## config.mk

```make
export PLATFORM = sky130hd
export DESIGN_NAME = extint_conditioner
export DESIGN_NICKNAME = d
export VERILOG_FILES = /design/src/rtl/extint_pkg.sv /design/src/rtl/extint_sync.sv /design/src/rtl/extint_flag.sv /design/src/rtl/extint_conditioner.sv
export SDC_FILE = /design/constraint.sdc
export NUM_CORES = 1
export LEC_CHECK = 0
export CORE_AREA = 2 2 39 41
export CTS_CLUSTER_DIAMETER = 50
export DETAILED_ROUTE_END_ITERATION = 16
export DIE_AREA = 0 0 41 43
export MAX_ROUTING_LAYER = met4
export SLEW_MARGIN = 30
export SYNTH_ARGS = -nofsm -noshare
export SYNTH_HDL_FRONTEND = slang
export SYNTH_SLANG_ARGS = --single-unit
```

## constraint.sdc

```tcl
create_clock -name clk_i -period 1.9 [get_ports clk_i]
set_input_delay 0.38 -clock clk_i [delete_from_list [all_inputs] [get_ports clk_i]]
set_output_delay 0.38 -clock clk_i [all_outputs]
set_load 0.02 [all_outputs]
```

## src/rtl/extint_pkg.sv

```systemverilog
package extint_pkg;

   // Detection type formed as {mode bit, polarity bit}
   typedef enum logic [1:0] {
      DET_LOW_LEVEL  = 2'b00,
      DET_HIGH_LEVEL = 2'b01,
      DET_FALL_EDGE  = 2'b10,
      DET_RISE_EDGE  = 2'b11
   } det_kind_e;

   function automatic logic is_active(input logic sample, input logic act_high);
      return act_high ? sample : ~sample;
   endfunction

endpackage

```

## src/rtl/extint_sync.sv

```systemverilog
module extint_sync #(
   parameter int STAGES = 2
) (
   input  logic clk_i,
   input  logic rst_ni,
   input  logic pin_i,
   output logic samp_o,
   output logic prev_o,
   output logic lvl_ok_o,
   output logic edge_ok_o
);
   localparam int WARM_W = STAGES + 1;

   logic [STAGES-1:0] chain_q;
   logic              prev_q;
   logic [WARM_W-1:0] warm_q;

   generate
      if (STAGES < 2) begin : g_bad_stages
         $error("extint_sync: STAGES must be at least 2");
      end
   endgenerate

   generate
      for (genvar s = 0; s < STAGES; s++) begin : g_stage
         if (s == 0) begin : g_first
            always_ff @(posedge clk_i or negedge rst_ni) begin
               if (!rst_ni) chain_q[0] <= 1'b0;
               else         chain_q[0] <= pin_i;
            end
         end else begin : g_next
            always_ff @(posedge clk_i or negedge rst_ni) begin
               if (!rst_ni) chain_q[s] <= 1'b0;
               else         chain_q[s] <= chain_q[s-1];
            end
         end
      end
   endgenerate

   always_ff @(posedge clk_i or negedge rst_ni) begin
      if (!rst_ni) begin
         prev_q <= 1'b0;
         warm_q <= '0;
      end else begin
         prev_q <= chain_q[STAGES-1];
         warm_q <= {warm_q[WARM_W-2:0], 1'b1};
      end
   end

   assign samp_o    = chain_q[STAGES-1];
   assign prev_o    = prev_q;
   assign lvl_ok_o  = warm_q[STAGES-1];
   assign edge_ok_o = warm_q[STAGES];

   AST_PREV_TRACKS: assert property (@(posedge clk_i) disable iff (!rst_ni)
      1'b1 |=> (prev_o == $past(samp_o)));
   AST_EDGE_AFTER_LEVEL: assert property (@(posedge clk_i) disable iff (!rst_ni)
      edge_ok_o |-> lvl_ok_o);

endmodule

```

## src/rtl/extint_flag.sv

```systemverilog
module extint_flag
   import extint_pkg::*;
(
   input  logic clk_i,
   input  logic rst_ni,
   input  logic edge_mode_i,
   input  logic act_high_i,
   input  logic samp_i,
   input  logic prev_i,
   input  logic lvl_ok_i,
   input  logic edge_ok_i,
   input  logic ack_i,
   input  logic sw_wr_i,
   input  logic sw_wdata_i,
   output logic pend_o
);
   det_kind_e kind;
   logic      lvl_hit;
   logic      edge_hit;
   logic      flag_q;
   logic      flag_d;

   always_comb begin
      kind     = det_kind_e'({edge_mode_i, act_high_i});
      lvl_hit  = 1'b0;
      edge_hit = 1'b0;
      case (kind)
         DET_LOW_LEVEL:  lvl_hit  = is_active(samp_i, 1'b0);
         DET_HIGH_LEVEL: lvl_hit  = is_active(samp_i, 1'b1);
         DET_FALL_EDGE:  edge_hit = edge_ok_i & ~samp_i & prev_i;
         DET_RISE_EDGE:  edge_hit = edge_ok_i & samp_i & ~prev_i;
         default: begin
            lvl_hit  = 1'b0;
            edge_hit = 1'b0;
         end
      endcase
   end

   always_comb begin
      if (!edge_mode_i)  flag_d = 1'b0;
      else if (edge_hit) flag_d = 1'b1;
      else if (sw_wr_i)  flag_d = sw_wdata_i;
      else if (ack_i)    flag_d = 1'b0;
      else               flag_d = flag_q;
   end

   always_ff @(posedge clk_i or negedge rst_ni) begin
      if (!rst_ni) flag_q <= 1'b0;
      else         flag_q <= flag_d;
   end

   assign pend_o = edge_mode_i ? flag_q : (lvl_ok_i & lvl_hit);

   AST_EDGE_SETS: assert property (@(posedge clk_i) disable iff (!rst_ni)
      (edge_mode_i && edge_hit) |=> flag_q);
   AST_FLAG_HOLDS: assert property (@(posedge clk_i) disable iff (!rst_ni)
      (edge_mode_i && !edge_hit && !ack_i && !sw_wr_i) |=> $stable(flag_q));
   AST_ACK_CLEARS: assert property (@(posedge clk_i) disable iff (!rst_ni)
      (edge_mode_i && ack_i && !edge_hit && !sw_wr_i) |=> !flag_q);
   AST_SW_LOADS: assert property (@(posedge clk_i) disable iff (!rst_ni)
      (edge_mode_i && sw_wr_i && !edge_hit) |=> (flag_q == $past(sw_wdata_i)));
   AST_LEVEL_DROPS: assert property (@(posedge clk_i) disable iff (!rst_ni)
      !edge_mode_i |=> !flag_q);
   AST_WARMUP_QUIET: assert property (@(posedge clk_i) disable iff (!rst_ni)
      !lvl_ok_i |-> !pend_o);

endmodule

```

## src/rtl/extint_conditioner.sv

```systemverilog
module extint_conditioner #(
   parameter int NUM_SRC     = 2,
   parameter int SYNC_STAGES = 2
) (
   input  logic               clk_i,
   input  logic               rst_ni,
   input  logic [NUM_SRC-1:0] pin_i,
   input  logic [NUM_SRC-1:0] edge_mode_i,
   input  logic [NUM_SRC-1:0] act_high_i,
   input  logic [NUM_SRC-1:0] vec_ack_i,
   input  logic [NUM_SRC-1:0] sw_wr_i,
   input  logic [NUM_SRC-1:0] sw_wdata_i,
   output logic [NUM_SRC-1:0] pend_o
);
   generate
      if (NUM_SRC < 1) begin : g_bad_num
         $error("extint_conditioner: NUM_SRC must be at least 1");
      end
   endgenerate

   logic [NUM_SRC-1:0] samp;
   logic [NUM_SRC-1:0] prev;
   logic [NUM_SRC-1:0] lvl_ok;
   logic [NUM_SRC-1:0] edge_ok;

   generate
      for (genvar i = 0; i < NUM_SRC; i++) begin : g_src
         extint_sync #(.STAGES(SYNC_STAGES)) u_sync (
            .clk_i     (clk_i),
            .rst_ni    (rst_ni),
            .pin_i     (pin_i[i]),
            .samp_o    (samp[i]),
            .prev_o    (prev[i]),
            .lvl_ok_o  (lvl_ok[i]),
            .edge_ok_o (edge_ok[i])
         );
         extint_flag u_flag (
            .clk_i       (clk_i),
            .rst_ni      (rst_ni),
            .edge_mode_i (edge_mode_i[i]),
            .act_high_i  (act_high_i[i]),
            .samp_i      (samp[i]),
            .prev_i      (prev[i]),
            .lvl_ok_i    (lvl_ok[i]),
            .edge_ok_i   (edge_ok[i]),
            .ack_i       (vec_ack_i[i]),
            .sw_wr_i     (sw_wr_i[i]),
            .sw_wdata_i  (sw_wdata_i[i]),
            .pend_o      (pend_o[i])
         );
      end
   endgenerate

   AST_LEVEL_IGNORES_ACK: assert property (@(posedge clk_i) disable iff (!rst_ni)
      (edge_mode_i == '0 && $past(edge_mode_i) == '0 && pin_i == $past(pin_i)
       && act_high_i == $past(act_high_i) && $past(vec_ack_i) != '0 && lvl_ok != '0
       && $stable(samp)) |-> $stable(pend_o));

endmodule

```

[Word-level counts from Yosys, hierarchy flattened]
Index checks and enable logic that the tools add are counted.
Widths: inputs -> output; s select.
Word-level totals
  output and inout port bits: 2
  input port bits: 14
  word-level logic and storage cells: 48
  flip-flop bits (word level): 14
Cells by class
  mux-type cells: 14
  reduce and logical (&&, ||, !) cells: 2
  eq/ne operators: 8
  bitwise logic cells: 14
Operators with widths (number)
  $and 1x1->1: 10
  $mux 1: 10
  $eq 2x2->1 const B: 4
  $ne 4x1->1 const B: 2
  $pmux 1 s2: 4
  $eq 2x1->1 const B: 2
  $logic_not 2->1: 2
  $not 1->1: 4

[Logic depth before layout (Yosys ltp)]
Gate-level depths: netlist of run 1.
  depth in word-level cells: 6
  mapped depth: 4
  gate-level depth less buffers: 3

[By module]
From an unflattened synthesis of run 1, not the netlist that was laid out.
Unflattened totals
  cell total of the unflattened synthesis: 36
  area total of the unflattened synthesis: 480.5 um^2
Modules (own cells, without submodules)
  extint_sync: cells each 7, instances 2, area each 153.9 um^2, seq. area each 150.1 um^2
  extint_flag: cells each 11, instances 2, area each 86.3 um^2, seq. area each 25.0 um^2

[Least setup slack after synthesis of run 1]
No wires, ideal clock.
  kind: register to output
  start: reg g_src[0].u_sync.chain_q[1]
  end: out pend_o[0]
  arrival: 0.869 ns
  setup slack: 0.651 ns
  buffers on the path: 1
  cell stages (with the launch flop): 5
  required time: 1.520 ns
  cells stage by stage: dfrtp_1 xnor2_1 nand2_1 o21ai_0 buf_4
Between the ends
  cells in the longest elaborated chain, start to end: 4
Ends and longest elaborated chain
  from (decl): line extint_sync.sv:14  | logic [STAGES-1:0] chain_q;
  from (signal, indexed assignment): line extint_sync.sv:34  | else chain_q[s] <= chain_q[s-1];
  $not 1->1
  $pmux 1 s2 *: line extint_flag.sv:27  | case (kind)
  $and 1x1->1 *: line extint_flag.sv:52  | assign pend_o = edge_mode_i ? flag_q : (lvl_ok_i & lvl_hit);
  $mux 1 *: line extint_flag.sv:52
  to (decl): line extint_conditioner.sv:13  | output logic [NUM_SRC-1:0] pend_o
Mark *: on every way between the ends. The rest lies on a longest branch, timed or not.

[Final worst setup path of run 1]
  start: in act_high_i[1]
  end: out pend_o[1]
Between the ends
  cells in the longest elaborated chain, start to end: 4
  elaborated cells on any way between the ends: 5
  classes of those cells: 1 x eq/ne; 2 x mux; 1 x bitwise; 1 x reduce/logical
Ends and longest elaborated chain
  from (decl): line extint_conditioner.sv:9  | input logic [NUM_SRC-1:0] act_high_i,
  $eq 2x1->1 / $logic_not 2->1 (equally long branches): line extint_flag.sv:27
  $pmux 1 s2 *: line extint_flag.sv:27
  $and 1x1->1 *: line extint_flag.sv:52
  $mux 1 *: line extint_flag.sv:52
Marks and branches as above.

==> flow_summary_export.csv, run 1 <==
group,metric,value,unit
floorplanning,rows,14,
finish,finish.utilization,44.0,%
hold_path,holdPathStages,0,
power_and_ir_drop,p_int,367,µW
synthesis,avgSynthCellArea,12.4,µm²
setup_path,crit_type,"in -> out",
setup_path,cp-end-kind,"output port",
routing,dr.first_iter.drc_count,0,
grt,grt.busiest_layer,"met2",
grt,grt_pass1_wl,1140,µm
finish,fillers,135,
power_and_ir_drop,ir_drop,0.392,mV
grt,grt_pass1_vias,311,
power_and_ir_drop,switchingPower,96.4,µW
grt,grtUsageTotal,10.1,%
clocking,cts_hold_buf,0,
floorplanning,core-area,1380,µm²
setup_path,worstPathRequired,1520,ps
clocking,cts.sinks,11,
setup_path,critPathMaxFanout,2,
synthesis,synthCells,34,
routing,drt-wirelength-per-cell,8.88,µm
clocking,htreeDepth,1,
setup_path,path_cells,"clkdlybuf4s50_1, xnor2_1, nand2_1, o21ai_0, clkbuf_2",
clocking,clkLatencyLatePin,260,ps
sta,fin_skew,3.42,ps
synthesis,yosys.cell_types.count,14,
finish,multi_input_area,133,µm²
grt,grt_antenna_before_repair,0,
setup_path,crit_buf_inv,2,
finish,final-seq-area,275,µm²
power_and_ir_drop,pwr-share-comb,13.2,%
synthesis,yosysSeqAreaShare,65.1,%
routing,post-route-drc-count,0,
setup_path,slowest_delay,490,ps
finish,drive_above_1_share,15.1,%
placement,place_inst,65,
grt,use_met1,11.7,%
routing,drtPass1Iterations,1,
sta,setup_viol,0,
routing,wl,613,µm
grt,grt_use_met2,14.7,%
routing,avgViaCountPerCell,4.38,
setup_path,worst-path-stages,5,
routing,ant_nets,0,
power_and_ir_drop,power_per_cell_area,760,nW/µm²
power_and_ir_drop,swShare,20.8,%
setup_path,rr_worst_depth,3,
setup_path,critPathTopFamily,"buffers and inverters",
floorplanning,die_area,1760,µm²
setup_path,worstSetupStartpointType,"primary input",
floorplanning,fp.dieH,43,µm
synthesis,synth_async_sr_flop_share,100,%
sta,fin_crit_sh,92.7,%
placement,io_buffers,15,
sta,fin_crit,1760,ps
grt,use_met3,1.57,%
routing,via_count,302,
grt,grt_max_degree,12,
hold_path,hold_path_class,"reg -> reg",
synthesis,syn_area,423,µm²
clocking,clockBufferDepth,2,
floorplanning,ios,16,
synthesis,synth-edff-count,0,
finish,nNetsFinal,68,
synthesis,syn_nets,48,
clocking,cts.clk_slew.worst_paths,60,ps
finish,post-route-cell-area,609,µm²
run_status,outcome,"finished, final reports clean",
synthesis,synth_seq_cells,11,
synthesis,ys.flop_type,"dfrtp_1",
power_and_ir_drop,leakagePower,0.000264,µW
sta,max_freq,0.568,GHz
setup_path,arrival,1380,ps
floorplanning,start_util,30.6,%
synthesis,ys_warn_count,0,
placement,place_area,593,µm²
job,max_cap_violations,0,
setup_path,cpMaxStageDelayCell,"clkdlybuf4s50_1",
placement,hpwl,511,µm
clocking,root_buffer,"clkbuf_4",
grt,overflow,0,
sta,rsz0062_at_grt,"false",
finish,syn2layout_area_growth,44.1,%
placement,gp_congestion,0.590,
clocking,cts-buffers-inserted,3,
finish,diodes,0,
sta,maxSlewViolCount,0,
finish,instances_no_fill,69,
clocking,cts_tree,"built",
power_and_ir_drop,clock_power_share,32.0,%
floorplanning,dieWidth,41,µm
sta,finalHoldViolations,0,
clocking,cts_setup_buffers,0,
power_and_ir_drop,seq_power_share,54.7,%
## Yosys cell counts (2+ instances only)
cell type   n  share of area [%]
nand2_1     4                3.5
xnor2_1     2                4.1
dfrtp_1    11                 65
a21boi_1    2                3.5
buf_4       2                3.5
and3b_1     2                4.1
o21ai_0     3                3.5
nor3b_1     2                3.5
## cell usage in the layout, fill, tap and decap left out, drive strengths merged
cell type	instances
clkdlybuf4s50	13
dfrtp	11
clkbuf	5
nand2	4
o21ai	4
nor3b	3
buf	3
xnor2	2
and3b	2
a21boi	2
a21oi	1
nor2	1
a22oi	1
conb	1
## layout make-up
| type | instances | share of cell area (%) |
|---|---|---|
| Tap cell | 16 | 3.29 |
| Multi-Input combinational cell | 21 | 21.8 |
| Clock buffer | 4 | 4.31 |
| Sequential cell | 11 | 45.2 |
| Timing Repair Buffer | 17 | 25.5 |
## power by group through the flow
stage	sequential, µW	combinational [µW]	clock [µW]
detailed placement	258	65.9	0
global route	255	68.2	164
floorplan	256	25.7	0
finish	253	61.2	148
global placement	258	65.2	0
CTS	254	64.5	157
## sequential cells by signal, summed over array words and instances (netlist names)
register,cells
g_src.u_sync.warm_q,3
g_src.u_flag.flag_q,2
g_src.u_sync.samp_o,2
g_src.u_sync.chain_q,2
g_src.u_sync.prev_o,2
## metal layers
layer  vias up  share of wire (%)  routed length [µm]
met1       144                 42                 255
met4         0                  0                   0
met2         6                 54                 333
met5         -                  0                   0
met3         0                3.9                  24
li1        152                  -                   -
## worst paths after layout
| kind | slack (ps) | end | startpoint |
|---|---|---|---|
| setup / recovery | 140 | pend_o[1] | act_high_i[1] |
| hold / removal | 340 | g_src[1].u_sync.warm_q[1] | g_src[1].u_sync.warm_q[0] |
| setup reg to reg | 950 | g_src[0].u_flag.flag_q | g_src[0].u_sync.samp_o |
| hold reg to reg | 340 | g_src[1].u_sync.warm_q[1] | g_src[1].u_sync.warm_q[0] |
| max in group asynchronous | 1150 | g_src[0].u_sync.warm_q[2] | rst_ni |
| min in group asynchronous | 440 | g_src[1].u_sync.chain_q[0] | rst_ni |
## kinds of logic after synthesis
group,Yosys count,synth area share [%]
flip-flops,11,65.1
AND/OR/NAND/NOR,10,15.1
AO/OA/AOI/OAI,8,11.2
XOR/XNOR,2,4.14
buffers and inverters,2,3.55
other,1,0.887
## metrics by stage
| step | total power (µW) | worst slack [ps] | hold slack [ps] | TNS [ps] |
|---|---|---|---|---|
| after floorplan | 282 | 651 | 84.4 | 0 |
| after global placement | 323 | -292 | 333 | -582 |
| after detailed placement | 324 | -320 | 336 | -616 |
| after CTS | 475 | 2.17 | 348 | 0 |
| after global routing | 487 | 51.0 | 356 | 0 |
| final | 463 | 139 | 343 | 0 |
## repair_timing
action | 4_1_cts | 5_1_grt
pin swaps | 0 | 0
resized for setup | 6 | 3
endpoints found under the setup margin | 2 | 2
No activity file was read; power rests on OpenSTA's default activity.
==> run 2: changes to the inputs <==
Clock period 1.9 ns to 1.63 ns, I/O delays scaled along.
==> run 2 against run 1 <==
  * Worst setup slack got worse by 2.3 ps
  * Count of clock-buffer cells in the layout did not move
  * Cell area rose by 2.1%
  * Global-route usage rose by 1.6 points
  * Worst hold slack improved by 6.9 ps
  * Via count rose by 0.33%
==> flow_summary_export.csv, run 2 (synthesized netlist as in run 1, its figures left out) <==
group,metric,value,unit
run_status,outcome,"finished, final reports clean",
routing,wl,643,µm
sta,maxSlewViolCount,0,
finish,regMostFlops,"g_src.u_sync.warm_q",
floorplanning,fp.dieH,43,µm
clocking,clkLatencyLatePin,260,ps
hold_path,hold_path_class,"reg -> reg",
floorplanning,die_area,1760,µm²
clocking,htreeDepth,1,
sta,fin_skew,0.908,ps
grt,grt_pass1_wl,1280,µm
placement,gp_congestion,0.594,
grt,grt_antenna_before_repair,0,
finish,syn2layout_area_growth,47.0,%
routing,via_count,303,
setup_path,crit_type,"reg -> out",
floorplanning,start_util,30.6,%
placement,io_buffers,15,
sta,max_freq,0.670,GHz
setup_path,worstPathRequired,1300,ps
clocking,root_buffer,"clkbuf_4",
setup_path,cp-end-kind,"output port",
floorplanning,ios,16,
routing,drt-wirelength-per-cell,9.06,µm
clocking,cts-buffers-inserted,3,
placement,hpwl,525,µm
finish,finish.utilization,44.9,%
setup_path,critPathMaxFanout,2,
floorplanning,rows,14,
job,max_cap_violations,0,
sta,setup_viol,0,
routing,drtPass1Iterations,3,
power_and_ir_drop,ir_drop,0.391,mV
sta,fin_crit,1490,ps
clocking,cts.sinks,11,
sta,hold_slack,350,ps
setup_path,worstSetupStartpointType,"flip-flop",
power_and_ir_drop,power_per_cell_area,879,nW/µm²
routing,ant_nets,0,
power_and_ir_drop,leakagePower,0.000277,µW
finish,nNetsFinal,70,
grt,overflow,0,
routing,avgViaCountPerCell,4.27,
sta,fin_crit_sh,91.6,%
grt,grt_pass1_vias,335,
clocking,cts.clk_slew.worst_paths,70,ps
finish,largest_reg_flops,3,
routing,post-route-drc-count,0,
clocking,clockBufferDepth,2,
setup_path,arrival,1170,ps
sta,finalHoldViolations,0,
sta,rsz0062_at_grt,"false",
clocking,cts_tree,"built",
clocking,cts_hold_buf,0,
routing,dr.first_iter.drc_count,1,
floorplanning,dieWidth,41,µm
finish,diodes,0,
floorplanning,core-area,1380,µm²
grt,grt_max_degree,12,
finish,final_cell_mix,"11 x dfrtp_1, 11 x clkdlybuf4s50_1, 4 x nand2_1, 4 x buf_4",
grt,grtUsageTotal,11.7,%
power_and_ir_drop,p_total,546,µW
finish,drive_above_1_share,18.2,%
==> run 2: final timing paths <==
| path | start | depth (start not counted) | slack [ps] | to |
|---|---|---|---|---|
| setup reg to reg | g_src[0].u_sync.samp_o | 4 | 590 | g_src[0].u_flag.flag_q |
| max in group asynchronous | rst_ni | 1 | 920 | g_src[1].u_sync.warm_q[0] |
| hold / removal | g_src[1].u_sync.warm_q[0] | 0 | 350 | g_src[1].u_sync.warm_q[1] |
| min in group asynchronous | rst_ni | 1 | 390 | g_src[1].u_sync.prev_o |
| setup / recovery | g_src[0].u_sync.samp_o | 4 | 140 | pend_o[0] |
| hold reg to reg | g_src[1].u_sync.warm_q[0] | 0 | 350 | g_src[1].u_sync.warm_q[1] |
==> run 2: report_power, final <==
part	leakage (µW)	switching, µW	internal, µW
clock	0.0000150	83.6	94.5
combinational	0.000131	27.5	46.8
sequential	0.000131	6.55	287
==> run 2: per-layer routing <==
layer  vias to the layer above  GRT usage, %  part of all wire (%)  wire, µm
met2                         6          15.0                    49       316
met5                         -             -                     0         0
met4                         0          10.0                   1.2         8
met1                       140          13.5                    44       284
met3                         2          4.71                   5.1        33
li1                        155             -                     -         -
==> run 2: area by class of cell <==
class                   count  area (µm²)
fillers                   135         762
well taps                  16        20.0
repair buffers             19         168
clock buffers               4        26.3
flip-flops and latches     11         275
multi-input cells          21         133
==> run 2: worst max-delay path: stages (launching register included) <==
cell and delay, ps:
dfrtp_1 390, xnor2_1 150, nand2_1 70, o21ai_0 120
buf_2 180
==> run 2: timing repair <==
item                                    CTS  global route
setup buffers                             0             0
endpoints found under the hold margin     0             0
gates resized for setup                  12             0
endpoints found under the setup margin    2             0
==> run 2: metrics by stage <==
step	std cells	TNS [ps]	setup WS [ps]	cell area, µm²
detailed placement	67	-911	-458	608
CTS	71	0	115	622
finish	71	0	137	622
floorplan	34	0	435	423
global route	71	0	35.9	622
global placement	67	-903	-453	608
==> run 3: changes to the inputs <==
Settings changed: CTS_CLUSTER_DIAMETER 50 to 100, RECOVER_POWER from default to 25.
==> run 3 against run 2 <==
  * Count of clock-buffer cells in the layout stayed put
  * Combinational power fell by 0.7%
  * Fmax is the same
  * Sequential power is essentially flat
  * Critical path depth unchanged
  * Cell count stayed put
  * Highest routed layer unchanged
==> flow_summary_export.csv, run 3 (synthesized netlist as in run 1, its figures left out) <==
group,metric,value,unit
setup_path,worstPathRequired,1300,ps
sta,fin_crit,1490,ps
floorplanning,ios,16,
power_and_ir_drop,power_per_cell_area,878,nW/µm²
routing,post-route-drc-count,0,
placement,gp_congestion,0.594,
power_and_ir_drop,ir_drop,0.391,mV
sta,rsz0062_at_grt,"false",
setup_path,arrival,1170,ps
sta,worst_slack,137,ps
setup_path,slowest_delay,390,ps
placement,place_inst,67,
setup_path,cp-end-kind,"output port",
clocking,cts-buffers-inserted,3,
placement,pre_cts_ws,-458,ps
clocking,clockBufferDepth,2,
clocking,cts_tree,"built",
routing,drt-wirelength-per-cell,9.06,µm
finish,final_cell_mix,"11 x dfrtp_1, 10 x clkdlybuf4s50_1, 4 x nand2_1, 4 x buf_4",
setup_path,r2r_start,"g_src[0].u_sync.samp_o",
sta,setup_tns,0,ps
setup_path,worstSetupStartpointType,"flip-flop",
hold_path,min_from,"g_src[1].u_sync.warm_q[0]",
setup_path,crit_buf_inv,1,
sta,finalHoldViolations,0,
job,max_cap_violations,0,
floorplanning,die_area,1760,µm²
finish,drive_above_1_share,18.2,%
finish,syn2layout_area_growth,47.0,%
grt,grt_max_degree,12,
sta,fin_crit_sh,91.6,%
finish,fillers,135,
setup_path,crit_type,"reg -> out",
grt,grt_pass1_wl,1280,µm
finish,nNetsFinal,70,
clocking,cts.clk_slew.worst_paths,70,ps
routing,dr.first_iter.drc_count,1,
hold_path,holdPathStages,0,
clocking,htreeDepth,1,
finish,largest_reg_flops,3,
clocking,clkLatencyLatePin,260,ps
power_and_ir_drop,leakagePower,0.000277,µW
grt,grtUsageTotal,11.7,%
routing,avgViaCountPerCell,4.27,
setup_path,r2r_setup_slack,590,ps
placement,hpwl,525,µm
grt,overflow,0,
setup_path,critPathMaxFanout,2,
setup_path,reg2reg_to,"g_src[0].u_flag.flag_q",
routing,wl,643,µm
sta,setup_viol,0,
routing,via_count,303,
setup_path,path_cells,"xnor2_1, nand2_1, o21ai_0, buf_2",
routing,ant_nets,0,
setup_path,rr_worst_depth,4,
finish,instances_no_fill,71,
floorplanning,core-area,1380,µm²
sta,max_freq,0.670,GHz
power_and_ir_drop,p_total,546,µW
finish,diodes,0,
hold_path,whs_endpoint,"g_src[1].u_sync.warm_q[1]",
routing,drtPass1Iterations,3,
finish,final_common_cell,"dfrtp_1",
clocking,cts_setup_buffers,0,
clocking,cts.sinks,11,
grt,grt_antenna_before_repair,0,
finish,regMostFlops,"g_src.u_sync.warm_q",
floorplanning,rows,14,
floorplanning,dieWidth,41,µm
run_status,outcome,"finished, final reports clean",
setup_path,critPathTopFamily,"flip-flops",
sta,fin_skew,0.910,ps
grt,grt_pass1_vias,335,
hold_path,hold_path_class,"reg -> reg",
floorplanning,fp.dieH,43,µm
sta,hold_slack,350,ps
placement,io_buffers,15,
setup_path,cpMaxStageDelayCell,"dfrtp_1",
floorplanning,start_util,30.6,%
sta,maxSlewViolCount,0,
clocking,root_buffer,"clkbuf_4",
run 3: metal layers:
metal	up-vias	GRT usage [%]	wire, µm
met2	6	15.0	316
met5	-	-	0
met1	140	13.5	287
met4	0	10.0	8
li1	155	-	-
met3	2	4.71	31
run 3: stage by stage:
step,util (%),cell area [µm²]
6_report,44.9,622
5_1_grt,44.9,622
4_1_cts,44.9,622
3_5_place_dp,43.9,608
3_3_place_gp,43.9,608
2_1_floorplan,-,423
run 3: what timing repair did:
item                                    4_1_cts  5_1_grt
endpoints found under the setup margin        2        0
resized for setup                            12        0
hold buffers                                  0        0
run 3: layout make-up:
class | count | area (µm²) | area share (%)
timing repair buffer | 19 | 168 | 27.0
clock buffer | 4 | 26.3 | 4.23
sequential | 11 | 275 | 44.3
multi-input combinational | 21 | 133 | 21.3
tap | 16 | 20.0 | 3.22
run 3: report_power, final:
part	switching (µW)	total [µW]	internal, µW
combinational	27.5	73.8	46.3
sequential	6.55	294	287
clock	83.6	178	94.5
run 3: worst max-delay path by stage:
stage	end	slack [ps]	cells after the start	start
after floorplan	pend_o[0]	440	4	g_src[0].u_sync.samp_o
after detailed placement	pend_o[0]	-460	5	act_high_i[0]
final	pend_o[0]	140	4	g_src[0].u_sync.samp_o
after CTS	pend_o[0]	120	4	g_src[0].u_sync.samp_o
after global placement	pend_o[0]	-450	5	act_high_i[0]
after global routing	pend_o[0]	40	4	g_src[0].u_sync.samp_o
